$ cat src/rtl/sba_pkg.sv
package sba_pkg;
  localparam int BERR_BIT = 22;
  localparam int BUSY_BIT = 21;
  localparam int ERR_LSB  = 12;
  localparam int ERR_W    = 3;
  localparam int SIZE_W   = 3;

  typedef enum logic [ERR_W-1:0] {
    ERR_NONE    = 3'd0,
    ERR_TIMEOUT = 3'd1,
    ERR_BADADDR = 3'd2,
    ERR_ALIGN   = 3'd3,
    ERR_SIZE    = 3'd4,
    ERR_OTHER   = 3'd7
  } err_code_e;

  typedef enum logic [1:0] {
    ST_IDLE,
    ST_ISSUE,
    ST_WAIT
  } bus_st_e;
endpackage

$ cat src/rtl/sba_req_check.sv
module sba_req_check
  import sba_pkg::*;
#(
  parameter int AW            = 32,
  parameter int MAX_SIZE_LOG2 = 2
) (
  input  logic [AW-1:0]     addr,
  input  logic [SIZE_W-1:0] size,
  output logic [ERR_W-1:0]  code
);
  logic misaligned;

  always_comb begin
    misaligned = 1'b0;
    for (int i = 0; i < AW; i++) begin
      if ((i < int'(size)) && addr[i]) misaligned = 1'b1;
    end
  end

  // size violation outranks misalignment
  always_comb begin
    if (size > SIZE_W'(MAX_SIZE_LOG2)) code = ERR_SIZE;
    else if (misaligned)               code = ERR_ALIGN;
    else                               code = ERR_NONE;
  end
endmodule

$ cat src/rtl/sba_bus_fsm.sv
module sba_bus_fsm
  import sba_pkg::*;
#(
  parameter int AW             = 32,
  parameter int DW             = 32,
  parameter int TIMEOUT_CYCLES = 64
) (
  input  logic              clk,
  input  logic              rst_n,
  input  logic              start,
  input  logic              acc_write,
  input  logic [AW-1:0]     acc_addr,
  input  logic [SIZE_W-1:0] acc_size,
  input  logic [DW-1:0]     acc_wdata,
  output logic              busy,
  output logic              bus_req_valid,
  input  logic              bus_req_ready,
  output logic              bus_write,
  output logic [AW-1:0]     bus_addr,
  output logic [SIZE_W-1:0] bus_size,
  output logic [DW-1:0]     bus_wdata,
  input  logic              bus_rsp_valid,
  input  logic [DW-1:0]     bus_rsp_rdata,
  input  logic [1:0]        bus_rsp_err,
  output logic              fin_evt,
  output logic [ERR_W-1:0]  fin_code,
  output logic              rsp_valid,
  output logic [DW-1:0]     rsp_rdata
);
  localparam int CW = $clog2(TIMEOUT_CYCLES + 1);

  bus_st_e       st_q;
  logic [CW-1:0] tmo_q;
  logic          rsp_hit, tmo_hit;

  assign busy          = (st_q != ST_IDLE);
  assign bus_req_valid = (st_q == ST_ISSUE);
  assign rsp_hit       = (st_q == ST_WAIT) && bus_rsp_valid;
  assign tmo_hit       = busy && (tmo_q == CW'(TIMEOUT_CYCLES - 1));
  assign fin_evt       = rsp_hit || tmo_hit;

  always_comb begin
    if (rsp_hit) begin
      if (bus_rsp_err[1])      fin_code = ERR_OTHER;
      else if (bus_rsp_err[0]) fin_code = ERR_BADADDR;
      else                     fin_code = ERR_NONE;
    end else if (tmo_hit) begin
      fin_code = ERR_TIMEOUT;
    end else begin
      fin_code = ERR_NONE;
    end
  end

  always_ff @(posedge clk) begin
    if (!rst_n) begin
      st_q      <= ST_IDLE;
      tmo_q     <= '0;
      bus_write <= 1'b0;
      bus_addr  <= '0;
      bus_size  <= '0;
      bus_wdata <= '0;
      rsp_valid <= 1'b0;
      rsp_rdata <= '0;
    end else begin
      rsp_valid <= rsp_hit && (bus_rsp_err == 2'b00) && !bus_write;
      if (rsp_hit) rsp_rdata <= bus_rsp_rdata;
      case (st_q)
        ST_IDLE: begin
          tmo_q <= '0;
          if (start) begin
            st_q      <= ST_ISSUE;
            bus_write <= acc_write;
            bus_addr  <= acc_addr;
            bus_size  <= acc_size;
            bus_wdata <= acc_wdata;
          end
        end
        ST_ISSUE: begin
          tmo_q <= tmo_q + 1'b1;
          if (tmo_hit)            st_q <= ST_IDLE;
          else if (bus_req_ready) st_q <= ST_WAIT;
        end
        ST_WAIT: begin
          tmo_q <= tmo_q + 1'b1;
          if (rsp_hit || tmo_hit) st_q <= ST_IDLE;
        end
        default: st_q <= ST_IDLE;
      endcase
    end
  end
endmodule

$ cat src/rtl/sba_status_regs.sv
module sba_status_regs
  import sba_pkg::*;
(
  input  logic             clk,
  input  logic             rst_n,
  input  logic             busy,
  input  logic             cs_we,
  input  logic             clr_berr,
  input  logic [ERR_W-1:0] clr_err,
  input  logic             acc_valid,
  input  logic             set_evt,
  input  logic [ERR_W-1:0] set_code,
  output logic [ERR_W-1:0] err_q,
  output logic             berr_q
);
  always_ff @(posedge clk) begin
    if (!rst_n) begin
      err_q  <= ERR_NONE;
      berr_q <= 1'b0;
    end else begin
      if (busy && (cs_we || acc_valid))   berr_q <= 1'b1;
      else if (!busy && cs_we && clr_berr) berr_q <= 1'b0;

      if (set_evt)              err_q <= set_code;
      else if (cs_we && !busy)  err_q <= err_q & ~clr_err;
    end
  end
endmodule

$ cat src/rtl/sba_status_ctrl.sv
module sba_status_ctrl
  import sba_pkg::*;
#(
  parameter int AW             = 32,
  parameter int DW             = 32,
  parameter int MAX_SIZE_LOG2  = 2,
  parameter int TIMEOUT_CYCLES = 64
) (
  input  logic          clk,
  input  logic          rst_n,
  input  logic          cs_we,
  input  logic [31:0]   cs_wdata,
  output logic [31:0]   cs_status,
  input  logic          acc_valid,
  output logic          acc_ready,
  input  logic          acc_write,
  input  logic [AW-1:0] acc_addr,
  input  logic [2:0]    acc_size,
  input  logic [DW-1:0] acc_wdata,
  output logic          rsp_valid,
  output logic [DW-1:0] rsp_rdata,
  output logic          bus_req_valid,
  input  logic          bus_req_ready,
  output logic          bus_write,
  output logic [AW-1:0] bus_addr,
  output logic [2:0]    bus_size,
  output logic [DW-1:0] bus_wdata,
  input  logic          bus_rsp_valid,
  input  logic [DW-1:0] bus_rsp_rdata,
  input  logic [1:0]    bus_rsp_err
);
  logic             busy, berr_q, fin_evt, start, reject;
  logic [ERR_W-1:0] err_q, chk_code, fin_code;
  logic             open_gate;

  sba_req_check #(.AW(AW), .MAX_SIZE_LOG2(MAX_SIZE_LOG2)) u_check (
    .addr (acc_addr),
    .size (acc_size),
    .code (chk_code)
  );

  assign open_gate = !busy && (err_q == ERR_NONE) && !berr_q;
  assign start     = acc_valid && open_gate && (chk_code == ERR_NONE);
  assign reject    = acc_valid && open_gate && (chk_code != ERR_NONE);
  assign acc_ready = 1'b1;

  sba_bus_fsm #(.AW(AW), .DW(DW), .TIMEOUT_CYCLES(TIMEOUT_CYCLES)) u_fsm (
    .clk           (clk),
    .rst_n         (rst_n),
    .start         (start),
    .acc_write     (acc_write),
    .acc_addr      (acc_addr),
    .acc_size      (acc_size),
    .acc_wdata     (acc_wdata),
    .busy          (busy),
    .bus_req_valid (bus_req_valid),
    .bus_req_ready (bus_req_ready),
    .bus_write     (bus_write),
    .bus_addr      (bus_addr),
    .bus_size      (bus_size),
    .bus_wdata     (bus_wdata),
    .bus_rsp_valid (bus_rsp_valid),
    .bus_rsp_rdata (bus_rsp_rdata),
    .bus_rsp_err   (bus_rsp_err),
    .fin_evt       (fin_evt),
    .fin_code      (fin_code),
    .rsp_valid     (rsp_valid),
    .rsp_rdata     (rsp_rdata)
  );

  sba_status_regs u_regs (
    .clk       (clk),
    .rst_n     (rst_n),
    .busy      (busy),
    .cs_we     (cs_we),
    .clr_berr  (cs_wdata[BERR_BIT]),
    .clr_err   (cs_wdata[ERR_LSB +: ERR_W]),
    .acc_valid (acc_valid),
    .set_evt   (fin_evt || reject),
    .set_code  (reject ? chk_code : fin_code),
    .err_q     (err_q),
    .berr_q    (berr_q)
  );

  always_comb begin
    cs_status                   = '0;
    cs_status[BERR_BIT]         = berr_q;
    cs_status[BUSY_BIT]         = busy;
    cs_status[ERR_LSB +: ERR_W] = err_q;
  end
endmodule

$ cat config.mk
export PLATFORM = sky130hd
export DESIGN_NAME = sba_status_ctrl
export DESIGN_NICKNAME = d
export VERILOG_FILES = /design/src/rtl/sba_pkg.sv /design/src/rtl/sba_req_check.sv /design/src/rtl/sba_bus_fsm.sv /design/src/rtl/sba_status_regs.sv /design/src/rtl/sba_status_ctrl.sv
export SDC_FILE = /design/constraint.sdc
export NUM_CORES = 1
export LEC_CHECK = 0
export ABC_AREA = 1
export BUFFER_PORTS_ARGS = -buffer_cell sky130_fd_sc_hd__buf_2
export CELL_PAD_IN_SITES_DETAIL_PLACEMENT = 1
export CELL_PAD_IN_SITES_GLOBAL_PLACEMENT = 1
export CORE_MARGIN = 3
export CORE_UTILIZATION = 32
export CTS_BUF_LIST = sky130_fd_sc_hd__clkbuf_8
export DETAILED_ROUTE_END_ITERATION = 12
export GPL_ROUTABILITY_DRIVEN = 0
export GPL_TIMING_DRIVEN = 0
export PLACE_DENSITY = 0.89
export SYNTH_ARGS = -nofsm -noshare
export SYNTH_HDL_FRONTEND = slang
export SYNTH_HIERARCHICAL = 1
export SYNTH_SLANG_ARGS = --single-unit
$ cat constraint.sdc
create_clock -name clk -period 4.05 [get_ports clk]
set_clock_uncertainty 0.1 [all_clocks]
set_input_delay 0 -clock clk [delete_from_list [all_inputs] [get_ports clk]]
set_output_delay 0 -clock clk [all_outputs]
set_load 0.005 [all_outputs]
After elaboration in Yosys (flattened, before gate mapping)

Index checks and enable logic that the tools add are counted.

Add/sub/neg operators: 1
Multiply operators: 0
Div/mod/pow operators: 0
Order comparisons: 8
Equality and inequality tests: 6
Shift-type cells: 0
Muxes and demuxes: 24
Bitwise operators: 2
Reductions and logical operators: 37

Operator list:

| kind                                                          | count |
|---|---|
| logical AND 1 bit                                             | 19 |
| 2-to-1 mux 3 bit                                              | 6 |
| one-hot mux 7 bit (2 select lines)                            | 1 |
| 2-to-1 mux 2 bit                                              | 6 |
| 2-to-1 mux 1 bit                                              | 10 |
| less-than comparator 3 bit, first input constant              | 3 |
| nonzero test 2 bit                                            | 4 |
| adder 7 x 1 -> 7 bit, second input constant                   | 1 |
| == test 7 x 6 -> 1 bit, second input constant                 | 1 |
| logical NOT 3 bit                                             | 2 |
| less-than comparator 1 x 3 -> 1 bit, first input constant     | 2 |
| less-than comparator 2 x 3 -> 1 bit, first input constant     | 2 |
| one-hot mux 2 bit (3 select lines)                            | 1 |
| logical NOT 2 bit                                             | 2 |
| != test 2 bit, second input constant                          | 2 |
| bitwise AND 3 bit                                             | 1 |
| greater-than comparator 3 x 2 -> 1 bit, second input constant | 1 |
| logical NOT 1 bit                                             | 3 |
| logical OR 1 bit                                              | 3 |
| != test 3 x 1 -> 1 bit, second input constant                 | 1 |
| inverter 3 bit                                                | 1 |
| AND reduction 3 bit                                           | 1 |
| nonzero test 3 bit                                            | 1 |
| == test 2 x 1 -> 1 bit, second input constant                 | 1 |
| other kinds (3)                                               | 3 |

Bits in registers: 114
Latch bits: 0
Bits in writable memories: 0
Bits in read-only memories: 0
Input bits: 140
Output and inout bits: 135
Logic and storage cells: 88
Memories kept: 0

Longest topological paths before layout

Depth in word-level cells: 15
Mapped depth: 14
Mapped depth without buffers: 13

By module

Netlist, hierarchy kept.

By module, submodules not included:

| module          | instances | cells each | area an instance (µm²) | seq. area each (µm²) |
|---|---|---|---|---|
| sba_bus_fsm     | 1         | 515        | 4,008.8                | 2,202.1 |
| sba_status_ctrl | 1         | 56         | 351.6                  | 0.0 |
| sba_status_regs | 1         | 23         | 170.2                  | 80.1 |
| sba_req_check   | 1         | 14         | 76.3                   | 0.0 |

Worst setup path after synthesis

Ideal clock, no wire load.

Kind: flip-flop to flip-flop
From: reg u_fsm.st_q[0]
To: reg u_fsm.bus_wdata[10]
Setup time: 116 ps
Data arrival time: 1,725 ps
Data required time: 3,834 ps
Setup slack: 2,109 ps
Cell stages (with the launch flop): 14
Buffers on the path: 2
Clock period less this slack: 1,941 ps
Cells stage by stage: dfxtp_1 inv_1 ha_1 inv_1 inv_2 nand2_2 nor2_4 nand2_1 nor2_1 nand2_2 buf_6 clkbuf_1 o21ai_0 nor2_1

Longest elaborated chain between the ends: 7
Elaborated cells between the ends (all ways): 8
Classes of those cells: reduce/logical: 8

RTL lines:

| what                                 | RTL line              | source |
|---|---|---|
| start, declared                      | sba_bus_fsm.sv:32     | `bus_st_e st_q;` |
| start signal, assigned               | sba_bus_fsm.sv:56     | `st_q <= ST_IDLE;` |
| start signal, assigned               | sba_bus_fsm.sv:71     | `st_q <= ST_ISSUE;` |
| start signal, assigned               | sba_bus_fsm.sv:80     | `if (tmo_hit) st_q <= ST_IDLE;` |
| nonzero test 2 bit                   | sba_bus_fsm.sv:36     | `assign busy = (st_q != ST_IDLE);` |
| net busy                             | sba_status_ctrl.sv:32 | `logic busy, berr_q, fin_evt, start, reject;` |
| logical NOT 1 bit                    | sba_status_ctrl.sv:42 | `assign open_gate = !busy && (err_q == ERR_NONE) && !berr_q;` |
| logical AND 1 bit (2 in a row)       | sba_status_ctrl.sv:42 |  |
| logical AND 1 bit (2 in a row)       | sba_status_ctrl.sv:43 | `assign start = acc_valid && open_gate && (chk_code == ERR_NONE);` |
| net start                            | sba_status_ctrl.sv:32 |  |
| AND reduction 2 bit (no source line) | n/a                   |  |
| end signal, assigned                 | sba_bus_fsm.sv:75     | `bus_wdata <= acc_wdata;` |
| end, declared                        | sba_bus_fsm.sv:21     | `output logic [DW-1:0] bus_wdata,` |

The timed path passes the listed nets, and every way through them passes these cells.
A chain may end at the register's enable or synchronous reset.

Worst setup path in the final report

From: reg u_fsm.st_q[0]
To: reg u_regs.err_q[0]

Elaborated cells between the ends (all ways): 17
Classes of those cells: eq/ne: 1; mux: 4; reduce/logical: 12

RTL lines:

| what                 | RTL line              | source |
|---|---|---|
| nonzero test 2 bit   | sba_bus_fsm.sv:36     |  |
| logical AND 1 bit    | sba_bus_fsm.sv:39     | `assign tmo_hit = busy && (tmo_q == CW'(TIMEOUT_CYCLES - 1));` |
| 2-to-1 mux 1 bit     | sba_bus_fsm.sv:47     | `end else if (tmo_hit) begin` |
| 2-to-1 mux 3 bit *   | sba_bus_fsm.sv:43     | `if (rsp_hit) begin` |
| net fin_code[0]      | sba_status_ctrl.sv:33 | `logic [ERR_W-1:0] err_q, chk_code, fin_code;` |
| 2-to-1 mux 3 bit *   | sba_status_ctrl.sv:80 | `.set_code (reject ? chk_code : fin_code),` |
| 2-to-1 mux 3 bit *   | sba_status_regs.sv:24 | `if (set_evt) err_q <= set_code;` |
| end signal, assigned | sba_status_regs.sv:24 |  |
| end signal, assigned | sba_status_regs.sv:25 | `else if (cs_we && !busy) err_q <= err_q & ~clr_err;` |
| end, declared        | sba_status_regs.sv:13 | `output logic [ERR_W-1:0] err_q,` |

Mark *: on every way through the listed nets, which the timed path passes. The rest lies on a longest branch.

==> impl_metrics.yaml <==
run_status:
  status: "finished clean"
timing:
  worst_pin_slew_ns: 0.607
  max_slew_margin_pct: 59.1
  period_needed_ns: 3.05
  slew_viol_final: 0
  fmax_mhz: 328
  fin_ws_ns: 1.00
  setup_violations: 0
  fin_crit_sh_pct: 75.3
  rsz0062_at_grt: "false"
  hold_violations: 0
  setup_tns_ns: 0
clocking:
  postCtsSetupBuffers: 0
  cts_buffers: 17
  cts.sink_count: 114
  cts_tree: "yes"
  clockBufferDepth: 2
  cts_root_buf: "clkbuf_8"
  insertion_delay_ns: 0.44
  htree_levels: 4
  clk_pin_slew_worst_paths_ns: 0.08
worst_setup_path:
  endpoint: "u_regs/err_q[0]"
  worstPathArrival_ns: 3.33
  worst-path-stages: 11
  timing.reg2reg.setup_slack_ns: 1.00
  r2r_end: "u_regs/err_q[0]"
  cpMostUsedCell: "nand2_1"
  crit_path_cell_trace: "inv_1 -> ha_1 -> nand2_2 -> clkinv_1 -> buf_2 -> o21bai_1 -> nand2_1 -> nand2_1 -> o21ai_0 -> a21oi_1 -> dlygate4sd3_1"
  max_stage_delay_ns: 0.61
  endpoint_kind: "flip-flop"
  critPathSlowestCell: "dlygate4sd3_1"
  crit_required_ns: 4.33
  cp.buffers_inverters: 4
  crit_path_max_fanout: 10
  worstSetupPathType: "flip-flop to flip-flop"
  crit_start: "u_fsm/st_q[0]"
  startpoint_type: "flip-flop"
  r2r-start: "u_fsm/st_q[0]"
  rr_worst_depth: 11
  cpLargestDelayFamily: "buffers and inverters"
drt:
  post_drt_wl_per_cell_um: 18.5
  wl_mm: 22.0
  ant_nets: 0
  drc_errors: 0
  drt_iter0_drc: 212
  vias: 5624
  viasPerCell: 4.75
  drt-pass1-iter-count: 4
pwr:
  power_frac_comb_pct: 27.6
  pwr-share-clk_pct: 35.2
  pwr-share-seq_pct: 37.2
  switching_power_mw: 1.20
  p_int_mw: 2.56
  swShare_pct: 31.9
  leakage_nw: 3.75
  ir_worst_vdd_mv: 0.301
  p_per_area_nw_per_um2: 487
  power_mw: 3.75
yosys:
  synthCells: 608
  synth_warnings: 6
  ys_seq_area_share_pct: 49.5
  synth_cell_types: 28
  netlist_area_um2: 4610
  syn_avg_cell_area_um2: 7.58
  synth_seq_cells: 114
floorplan:
  rows: 43
  core_area_um2: 14000
  start_util_pct: 32.9
  die_area_um2: 15900
  fp.dieW_um: 126
  die_y_um: 126
  ios: 275
global_routing:
  grt_max_degree: 17
  grt_overflow: 0
  grt_pass1_wl_mm: 34.3
  antenna_found_initial: 0
  grt.total_usage_pct: 27.6
  grt_pass1_vias: 6420
cells_and_area:
  layout-drive-gt1-share_pct: 31.3
  nNetsFinal: 1137
  fillers: 1766
  area_growth_pct: 67.3
  fin_area_um2: 7710
placed_design:
  portBuffers: 218
  place_area_um2: 6020
  dpl.hpwl_mm: 12.1
  pre_cts_slack_ns: 1.66
min_path:
  hold_path_depth: 4
  hold_path.class: "input port to flip-flop"
run:
  cap_violations: 0
[per-layer routing]
metal / track usage (%) / part of all wire [%] / up-vias
met3: 7.59 / 6.1 / 75
met5: 0 / 0 / -
met1: 28.0 / 37 / 2673
met4: 13.3 / 4.3 / 0
li1: - / - / 2643
met2: 51.6 / 53 / 233
[per-stage QoR]
step | cells | utilization, % | hold WS (ns)
after floorplan | 634 | - | 0.0215
after global placement | 1032 | 43.0 | 0.136
after global routing | 1184 | 55.1 | 0.0350
after detailed placement | 1032 | 43.0 | 0.154
after CTS | 1184 | 55.1 | 0.00481
final | 1185 | 55.1 | 0.0242
[worst reg2reg max path, delay by kind of cell, from the launching register on]
family	cells	cell delay, ns
simple gates	3	0.38
fa+ha+maj	1	0.24
buf+inv	4	1.39
flops	1	0.37
compound gates	3	0.52
[sequential cells by signal, summed over array words and instances, names as in the netlist]
signal	count
u_fsm/bus_addr	32
u_fsm/bus_write	1
u_fsm/tmo_q	7
u_fsm/bus_wdata	32
u_regs/err_q	3
u_regs/berr_q	1
u_fsm/st_q	2
u_fsm/bus_size	3
u_fsm/rsp_valid	1
u_fsm/rsp_rdata	32
[cell type report]
cell class              instances  area, um2  area share (%)
plain buffers                  62        384            4.98
clock buffers                  18        248            3.21
multi-input cells             434       1950            25.3
clock inverters                14        236            3.07
diodes                          1       2.50          0.0325
repair buffers                338       2290            29.7
inverters                      24       90.1            1.17
well taps                     180        225            2.92
flip-flops and latches        114       2280            29.6
[timing repair]
| item | in CTS | in global routing |
|---|---|---|
| endpoints found under the hold margin | 107 | 0 |
| gates resized for setup | 0 | 0 |
| hold buffers | 120 | 0 |
[cells by family (layout without fill, tap and decap cells)]
logic type,Yosys count,after routing,synth area share [%]
and+or+nand+nor,282,282,25.0
buffers and inverters,86,456,10.3
adders and majority gates,6,6,1.63
other,2,29,0.163
DFF,114,114,49.5
AOI/OAI and AO/OA,118,118,13.4
[how the worst min path moves through the flow]
stage / startpoint / slack (ns) / end
4_1_cts: rst_n / 0.005 / u_fsm/bus_wdata[25]
3_3_place_gp: acc_wdata[5] / 0.14 / u_fsm/bus_wdata[5]
2_1_floorplan: rst_n / 0.02 / u_regs/berr_q
6_report: rst_n / 0.02 / u_fsm/bus_wdata[25]
3_5_place_dp: acc_wdata[5] / 0.15 / u_fsm/bus_wdata[5]
5_1_grt: rst_n / 0.04 / u_fsm/bus_wdata[25]
[layout by cell type (no fill, tap or decap), drive strengths merged, types with 7 or more instances in the layout]
cell type / count
buf: 262
a21oi: 8
clkbuf: 36
dfxtp: 114
nand2: 43
nor2: 219
nand3: 13
clkinv: 7
dlygate4sd3: 120
conb: 28
inv: 24
o21ai: 107
[power by group through the flow]
stage          registers, mW  logic (mW)  clock network (mW)
2_1_floorplan           1.42       0.469                   0
6_report                1.40        1.04                1.32
3_3_place_gp            1.40       0.811                   0
3_5_place_dp            1.41       0.839                   0
5_1_grt                 1.41        1.14                1.39
4_1_cts                 1.38       0.964                1.34
[Yosys cell counts]
cell | instances | area share, %
o21ai_0 | 102 | 11
inv_1 | 18 | 1.5
nand3_1 | 9 | 0.98
o21bai_4 | 1 | 0.41
nor3_1 | 2 | 0.22
nand3_2 | 3 | 0.65
dfxtp_1 | 114 | 50
a21oi_1 | 6 | 0.65
nand4_1 | 1 | 0.14
clkbuf_2 | 2 | 0.22
o21bai_1 | 2 | 0.33
conb_1 | 2 | 0.16
nor3b_1 | 3 | 0.49
inv_2 | 5 | 0.41
o21ai_1 | 5 | 0.54
nand2_2 | 3 | 0.41
or2_2 | 1 | 0.14
nor2_1 | 216 | 18
buf_6 | 1 | 0.24
a21oi_2 | 2 | 0.38
nand3_4 | 1 | 0.38
ha_1 | 6 | 1.6
clkbuf_1 | 16 | 1.3
nand2_1 | 40 | 3.3
buf_4 | 35 | 5.7
buf_2 | 8 | 0.87
clkinv_1 | 1 | 0.081
nor2_4 | 3 | 0.73
No activity file was read; power rests on OpenSTA's default activity.
